===== config.mk =====
export PLATFORM = sky130hd
export DESIGN_NAME = fifo_wmark_irq
export DESIGN_NICKNAME = d
export VERILOG_FILES = /design/src/rtl/fifo_wmark_pkg.sv /design/src/rtl/wm_compare.sv /design/src/rtl/ovf_sticky.sv /design/src/rtl/fifo_wmark_irq.sv
export SDC_FILE = /design/constraint.sdc
export NUM_CORES = 1
export LEC_CHECK = 0
export ABC_CLOCK_PERIOD_IN_PS = 900
export BUFFER_PORTS_ARGS = -buffer_cell sky130_fd_sc_hd__buf_2
export CORE_MARGIN = 3
export CORE_UTILIZATION = 33
export DETAILED_ROUTE_END_ITERATION = 6
export PLACE_DENSITY = 0.85
export SETUP_SLACK_MARGIN = 0.2
export SLEW_MARGIN = 20
export SYNTH_ARGS = -nofsm -noshare
export SYNTH_HDL_FRONTEND = slang
export SYNTH_SLANG_ARGS = --single-unit

===== constraint.sdc =====
create_clock -name clk -period 0.9 [get_ports clk]
set_clock_uncertainty 0.1 [all_clocks]
set_input_delay 0.09 -clock clk [delete_from_list [all_inputs] [get_ports clk]]
set_output_delay 0.09 -clock clk [all_outputs]
set_load 0.1 [all_outputs]

===== src/rtl/fifo_wmark_pkg.sv =====
package fifo_wmark_pkg;
   localparam int unsigned LVL_W     = 7;
   localparam int unsigned RX_SEL_W  = 3;
   localparam int unsigned CMD_SEL_W = 2;
   localparam int unsigned NUM_IRQ   = 4;
   localparam int unsigned NUM_Q     = 2;

   typedef enum logic [1:0] {
      IRQ_RX_WM   = 2'd0,
      IRQ_CMD_WM  = 2'd1,
      IRQ_RX_OVF  = 2'd2,
      IRQ_CMD_OVF = 2'd3
   } irq_idx_e;

   typedef enum logic [0:0] {
      CMP_ABOVE = 1'b0,
      CMP_BELOW = 1'b1
   } cmp_dir_e;

   function automatic logic [LVL_W-1:0] rx_thresh(input logic [RX_SEL_W-1:0] code);
      case (code)
         3'd0:    return LVL_W'(1);
         3'd1:    return LVL_W'(4);
         3'd2:    return LVL_W'(8);
         3'd3:    return LVL_W'(16);
         default: return LVL_W'(30);
      endcase
   endfunction

   function automatic logic [LVL_W-1:0] cmd_thresh(input logic [CMD_SEL_W-1:0] code);
      case (code)
         2'd0:    return LVL_W'(1);
         2'd1:    return LVL_W'(4);
         2'd2:    return LVL_W'(8);
         default: return LVL_W'(16);
      endcase
   endfunction
endpackage


===== src/rtl/wm_compare.sv =====
module wm_compare
   import fifo_wmark_pkg::*;
#(
   parameter int unsigned  LW  = 7,
   parameter int unsigned  SW  = 3,
   parameter cmp_dir_e     DIR = CMP_ABOVE
) (
   input  logic          clk,
   input  logic          rst_n,
   input  logic [LW-1:0] level,
   input  logic [SW-1:0] sel,
   output logic          wm_q
);
   logic [LW-1:0] thr;
   logic          hit;

   initial begin
      assert (LW == LVL_W) else $error("wm_compare: level width mismatch");
      assert (SW >= 1 && SW <= 3) else $error("wm_compare: bad selector width");
   end

   generate
      if (DIR == CMP_ABOVE) begin : g_above
         always_comb thr = rx_thresh(RX_SEL_W'(sel));
         assign hit = (level > thr);
      end else begin : g_below
         always_comb thr = cmd_thresh(CMD_SEL_W'(sel));
         assign hit = (level < thr);
      end
   endgenerate

   always_ff @(posedge clk or negedge rst_n) begin
      if (!rst_n) wm_q <= 1'b0;
      else        wm_q <= hit;
   end

   // the state bit tracks the previous cycle's comparison
   a_r3_wm_follow: assert property (@(posedge clk) disable iff (!rst_n)
      $past(rst_n) |-> (wm_q == $past(hit)));
endmodule


===== src/rtl/ovf_sticky.sv =====
module ovf_sticky #(
   parameter int unsigned N = 2
) (
   input  logic         clk,
   input  logic         rst_n,
   input  logic [N-1:0] set_p,
   input  logic [N-1:0] clr_p,
   output logic [N-1:0] st_q
);
   initial assert (N >= 1) else $error("ovf_sticky: N must be positive");

   for (genvar i = 0; i < int'(N); i++) begin : g_bit
      always_ff @(posedge clk or negedge rst_n) begin
         if (!rst_n)        st_q[i] <= 1'b0;
         else if (set_p[i]) st_q[i] <= 1'b1;
         else if (clr_p[i]) st_q[i] <= 1'b0;
      end

      a_r5_set: assert property (@(posedge clk) disable iff (!rst_n)
         set_p[i] |=> st_q[i]);
      a_r5_hold: assert property (@(posedge clk) disable iff (!rst_n)
         (st_q[i] && !clr_p[i]) |=> st_q[i]);
      a_r6_clear: assert property (@(posedge clk) disable iff (!rst_n)
         (clr_p[i] && !set_p[i]) |=> !st_q[i]);
   end
endmodule


===== src/rtl/fifo_wmark_irq.sv =====
module fifo_wmark_irq
   import fifo_wmark_pkg::*;
#(
   parameter int unsigned LW = LVL_W,
   parameter int unsigned NI = NUM_IRQ,
   parameter int unsigned NQ = NUM_Q
) (
   input  logic                 clk,
   input  logic                 rst_n,
   input  logic [LW-1:0]        rx_level,
   input  logic [LW-1:0]        cmd_level,
   input  logic [RX_SEL_W-1:0]  rx_sel,
   input  logic [CMD_SEL_W-1:0] cmd_sel,
   input  logic [NQ-1:0]        ovf_pulse,
   input  logic [NI-1:0]        clr_wr,
   input  logic [NQ-1:0]        flush_wr,
   input  logic                 flush_wr_vld,
   input  logic [NI-1:0]        irq_en,
   output logic [NI-1:0]        irq_state,
   output logic [NI-1:0]        irq_req,
   output logic [NQ-1:0]        flush_out,
   output logic [NQ-1:0]        flush_rdback
);
   localparam int unsigned OVF_BASE = NQ;

   initial begin
      assert (NI == 2*NQ) else $error("fifo_wmark_irq: NI must be 2*NQ");
      assert (NQ == 2) else $error("fifo_wmark_irq: two queues expected");
   end

   logic rx_wm, cmd_wm;
   logic [NQ-1:0] ovf_st;

   wm_compare #(.LW(LW), .SW(RX_SEL_W), .DIR(CMP_ABOVE)) u_rx_cmp (
      .clk(clk), .rst_n(rst_n), .level(rx_level), .sel(rx_sel), .wm_q(rx_wm));

   wm_compare #(.LW(LW), .SW(CMD_SEL_W), .DIR(CMP_BELOW)) u_cmd_cmp (
      .clk(clk), .rst_n(rst_n), .level(cmd_level), .sel(cmd_sel), .wm_q(cmd_wm));

   ovf_sticky #(.N(NQ)) u_ovf (
      .clk(clk), .rst_n(rst_n), .set_p(ovf_pulse),
      .clr_p(clr_wr[OVF_BASE +: NQ]), .st_q(ovf_st));

   always_comb begin
      irq_state = '0;
      irq_state[IRQ_RX_WM]  = rx_wm;
      irq_state[IRQ_CMD_WM] = cmd_wm;
      irq_state[OVF_BASE +: NQ] = ovf_st;
   end

   assign irq_req      = irq_state & irq_en;
   assign flush_out    = flush_wr & {NQ{flush_wr_vld}};
   assign flush_rdback = '0;

   for (genvar k = 0; k < int'(NI); k++) begin : g_gate
      a_r7_gate: assert property (@(posedge clk) disable iff (!rst_n)
         !irq_en[k] |-> !irq_req[k]);
   end
   a_r8_flush_width: assert property (@(posedge clk) disable iff (!rst_n)
      !flush_wr_vld |-> (flush_out == '0));
   a_r6_wm_no_clr: assert property (@(posedge clk) disable iff (!rst_n)
      (rx_level > LW'(30)) |=> irq_state[IRQ_RX_WM]);
endmodule


==> impl_metrics.yaml <==
outcome:
  failed_checks: "negative hold slack, negative setup slack"
  status: "finished with violations"
critical_path:
  startpoint_type: "input pin"
  r2r_setup_slack_ns: 0.03
  arrival_ns: 1.29
  cp_slowest_cell: "a2111o_1"
  crit_type: "in -> reg"
  cp_slowest_stage_delay_ns: 0.39
  critPathRequiredTime_ns: 0.97
  crit_path_end_kind: "flop"
  r2r_start: "u_ovf.st_q[0]"
  timing.rr.end: "u_ovf.st_q[0]"
  cp_cell_sequence: "buf_2 > inv_1 > o21a_4 > ha_4 > nand3b_1 > a2111o_1 > a21oi_2"
  rr_worst_depth: 1
  critical_path.max_fanout: 4
logic_synthesis:
  synth_top_area_share_pct: 23.19
  synth-seq-area-share_pct: 23.19
  synth_flop_cell: "dfrtp_1"
  synth_edf_count: 0
  synthXorXnorAreaFrac_pct: 0
  yosysTopAreaCell: "dfrtp_1"
  synth_fa_ha_area_share_pct: 23.19
  synth_top_family_by_area: "adder cells"
  synth_simple_gate_area_share_pct: 22.61
  synth-seq-cells: 4
  synth_mux_area_share_pct: 0
  ys_types: 21
  avgSynthCellArea_sq_um: 8.633
  synth_compound_area_share_pct: 18.84
  synth-async-reset-ratio_pct: 100.0
  synthCells: 50
  netlist_area_sq_um: 431.7
  yosysWarnings: 0
  synthTopCellsByArea: "dfrtp_1 23%, ha_1 23%, and2_1 8.7%, buf_4 7.0%, a21oi_1 5.8%"
floorplan:
  ios: 46
  die_x_microns: 42.17
  num_rows: 12
  start_util_pct: 36.86
  core_sq_um: 1171
  fp.dieArea_sq_um: 1778
  die_h_microns: 42.17
routing:
  vias_per_cell: 5.204
  wl_per_cell_microns: 16.42
  final_antenna_net_count: 0
  vias: 588
  drc_errors: 0
  wirelength_microns: 1856
  dr.pass1.iters: 4
  drtIter0Drc: 18
placed_design:
  dpl_cell_area_sq_um: 853.3
  port-buffer-count: 41
  dp.cells: 108
  routabilityCongestion: 0.6939
  hpwlAfterDp_microns: 1176
timing:
  fin_crit_sh_pct: 136.3
  setup_viol: 10
  rsz0062_at_grt: "yes"
  post-route-min-period_ns: 1.227
  hold_ws_ns: -0.08613
  setup_slack_ns: -0.3265
  max_freq_mhz: 815.3
  slew_viol_final: 0
  hold_viol: 3
global_route:
  grt_max_degree: 5
  grtUsageTotal_pct: 17.74
  grt_pass1_wl_microns: 2387
  antenna_found_initial: 0
  grt_pass1_vias: 566
  grt_overflow: 0
clock_network:
  clock-sinks: 4
  cts_hold_buf: 1
  path_clk_slew_ns: 0.04
  clkLatencyLatePin_ns: 0.24
  htree_levels: 1
  cts_tree: "done"
  cts_buffers: 3
  root_buffer: "clkbuf_4"
  cts_buffer_depth: 2
layout:
  num-fill-cells: 46
  layout-drive-gt1-share_pct: 74.75
  diodes: 0
  multi_input_area_sq_um: 402.9
  stdcell_count: 113
  final-seq-area_sq_um: 107.6
  finalInstanceArea_sq_um: 1049
  area_growth_pct: 142.9
  design.final.nets: 143
worst_hold_path:
  holdCritPathClass: "in -> reg"
  hold-path-cell-count: 2
  min_to: "u_cmd_cmp.wm_q"
  min_from: "cmd_level[5]"
power_and_ir_drop:
  p_leak_nw: 0.5120
  vdd_drop_max_v: 0.0007973
  power_mw: 1.150
  power_density_nw_per_um2: 1096
job:
  drv_cap: 0
routing by layer:
metal  GRT usage (%)  part of all wire, %
met3           3.004                  8.0
met2           36.17                   56
met4           7.453                  2.0
met1           16.62                   34
met5               0                    0
placed cells by master (no fill, tap or decap), types with 3 or more instances in the layout:
cell type	count
buf_2	26
buf_12	10
and2_4	6
buf_6	5
inv_1	4
ha_1	4
ha_4	4
buf_4	4
a21oi_2	3
clkbuf_4	3
buf_8	3
sequential cells by signal, summed over array words and instances, names as in the netlist:
register,cells
u_ovf.st_q,2
u_rx_cmp.wm_q,1
u_cmd_cmp.wm_q,1
through the flow:
stage	TNS, ns	utilization [%]	setup WS (ns)	hold WS [ns]
after floorplan	-1.233	-	-0.3954	-0.3056
after global placement	-1.031	72.86	-0.5897	-0.2040
after detailed placement	-1.140	72.86	-0.6453	-0.2010
after CTS	-2.347	81.52	-0.3301	-0.08322
after global routing	-2.697	89.53	-0.3801	-0.08105
final	-2.513	89.53	-0.3265	-0.08613
kinds of logic (layout without fill, tap and decap cells):
family,Yosys count,count (layout)
and+or+nand+nor,16,16
other,1,2
DFF,4,4
buffers and inverters,9,57
AOI/OAI and AO/OA,12,12
adders and majority gates,8,8
cells in the mapped netlist, types with 2 or more instances:
library cell	count
ha_1	8
nand2_1	2
buf_4	4
and2_1	6
a21o_1	2
nand2b_1	2
inv_1	5
a21oi_1	5
dfrtp_1	4
worst max path at each step:
stage               from       endpoint  slack [ns]  depth (start not counted)
3_5_place_dp   rx_sel[0]  u_rx_cmp.wm_q       -0.65                          7
3_3_place_gp   rx_sel[0]  u_rx_cmp.wm_q       -0.59                          7
5_1_grt        rx_sel[1]  u_rx_cmp.wm_q       -0.38                          6
6_report       rx_sel[2]  u_rx_cmp.wm_q       -0.33                          7
2_1_floorplan  rx_sel[0]  u_rx_cmp.wm_q       -0.40                          6
4_1_cts        rx_sel[0]  u_rx_cmp.wm_q       -0.33                          7
cell type report:
| cell class | instances | area share, % |
|---|---|---|
| Sequential cell | 4 | 10.26 |
| Tap cell | 14 | 1.671 |
| Clock buffer | 3 | 2.148 |
| Multi-Input combinational cell | 38 | 38.42 |
| Inverter | 5 | 2.506 |
| Timing Repair Buffer | 49 | 44.99 |
where the power goes:
part           total (mW)  switching [mW]  internal [mW]
Sequential          0.209          0.0126          0.197
Clock               0.226          0.0767          0.149
Combinational       0.714           0.404          0.310
Total                1.15           0.493          0.656
critical path: cells and delay by family:
kind,cells,cell delay [ns]
and+or+nand+nor,1,0.09
AOI/OAI and AO/OA,3,0.64
adders and majority gates,1,0.28
buffers and inverters,2,0.19
repair_timing:
item,4_1_cts,5_1_grt
pin swaps,7,12
setup endpoints to repair,12,14
hold endpoints to repair,7,3
resized for setup,13,16
setup buffers,1,0
No activity file was read; power rests on OpenSTA's default activity.
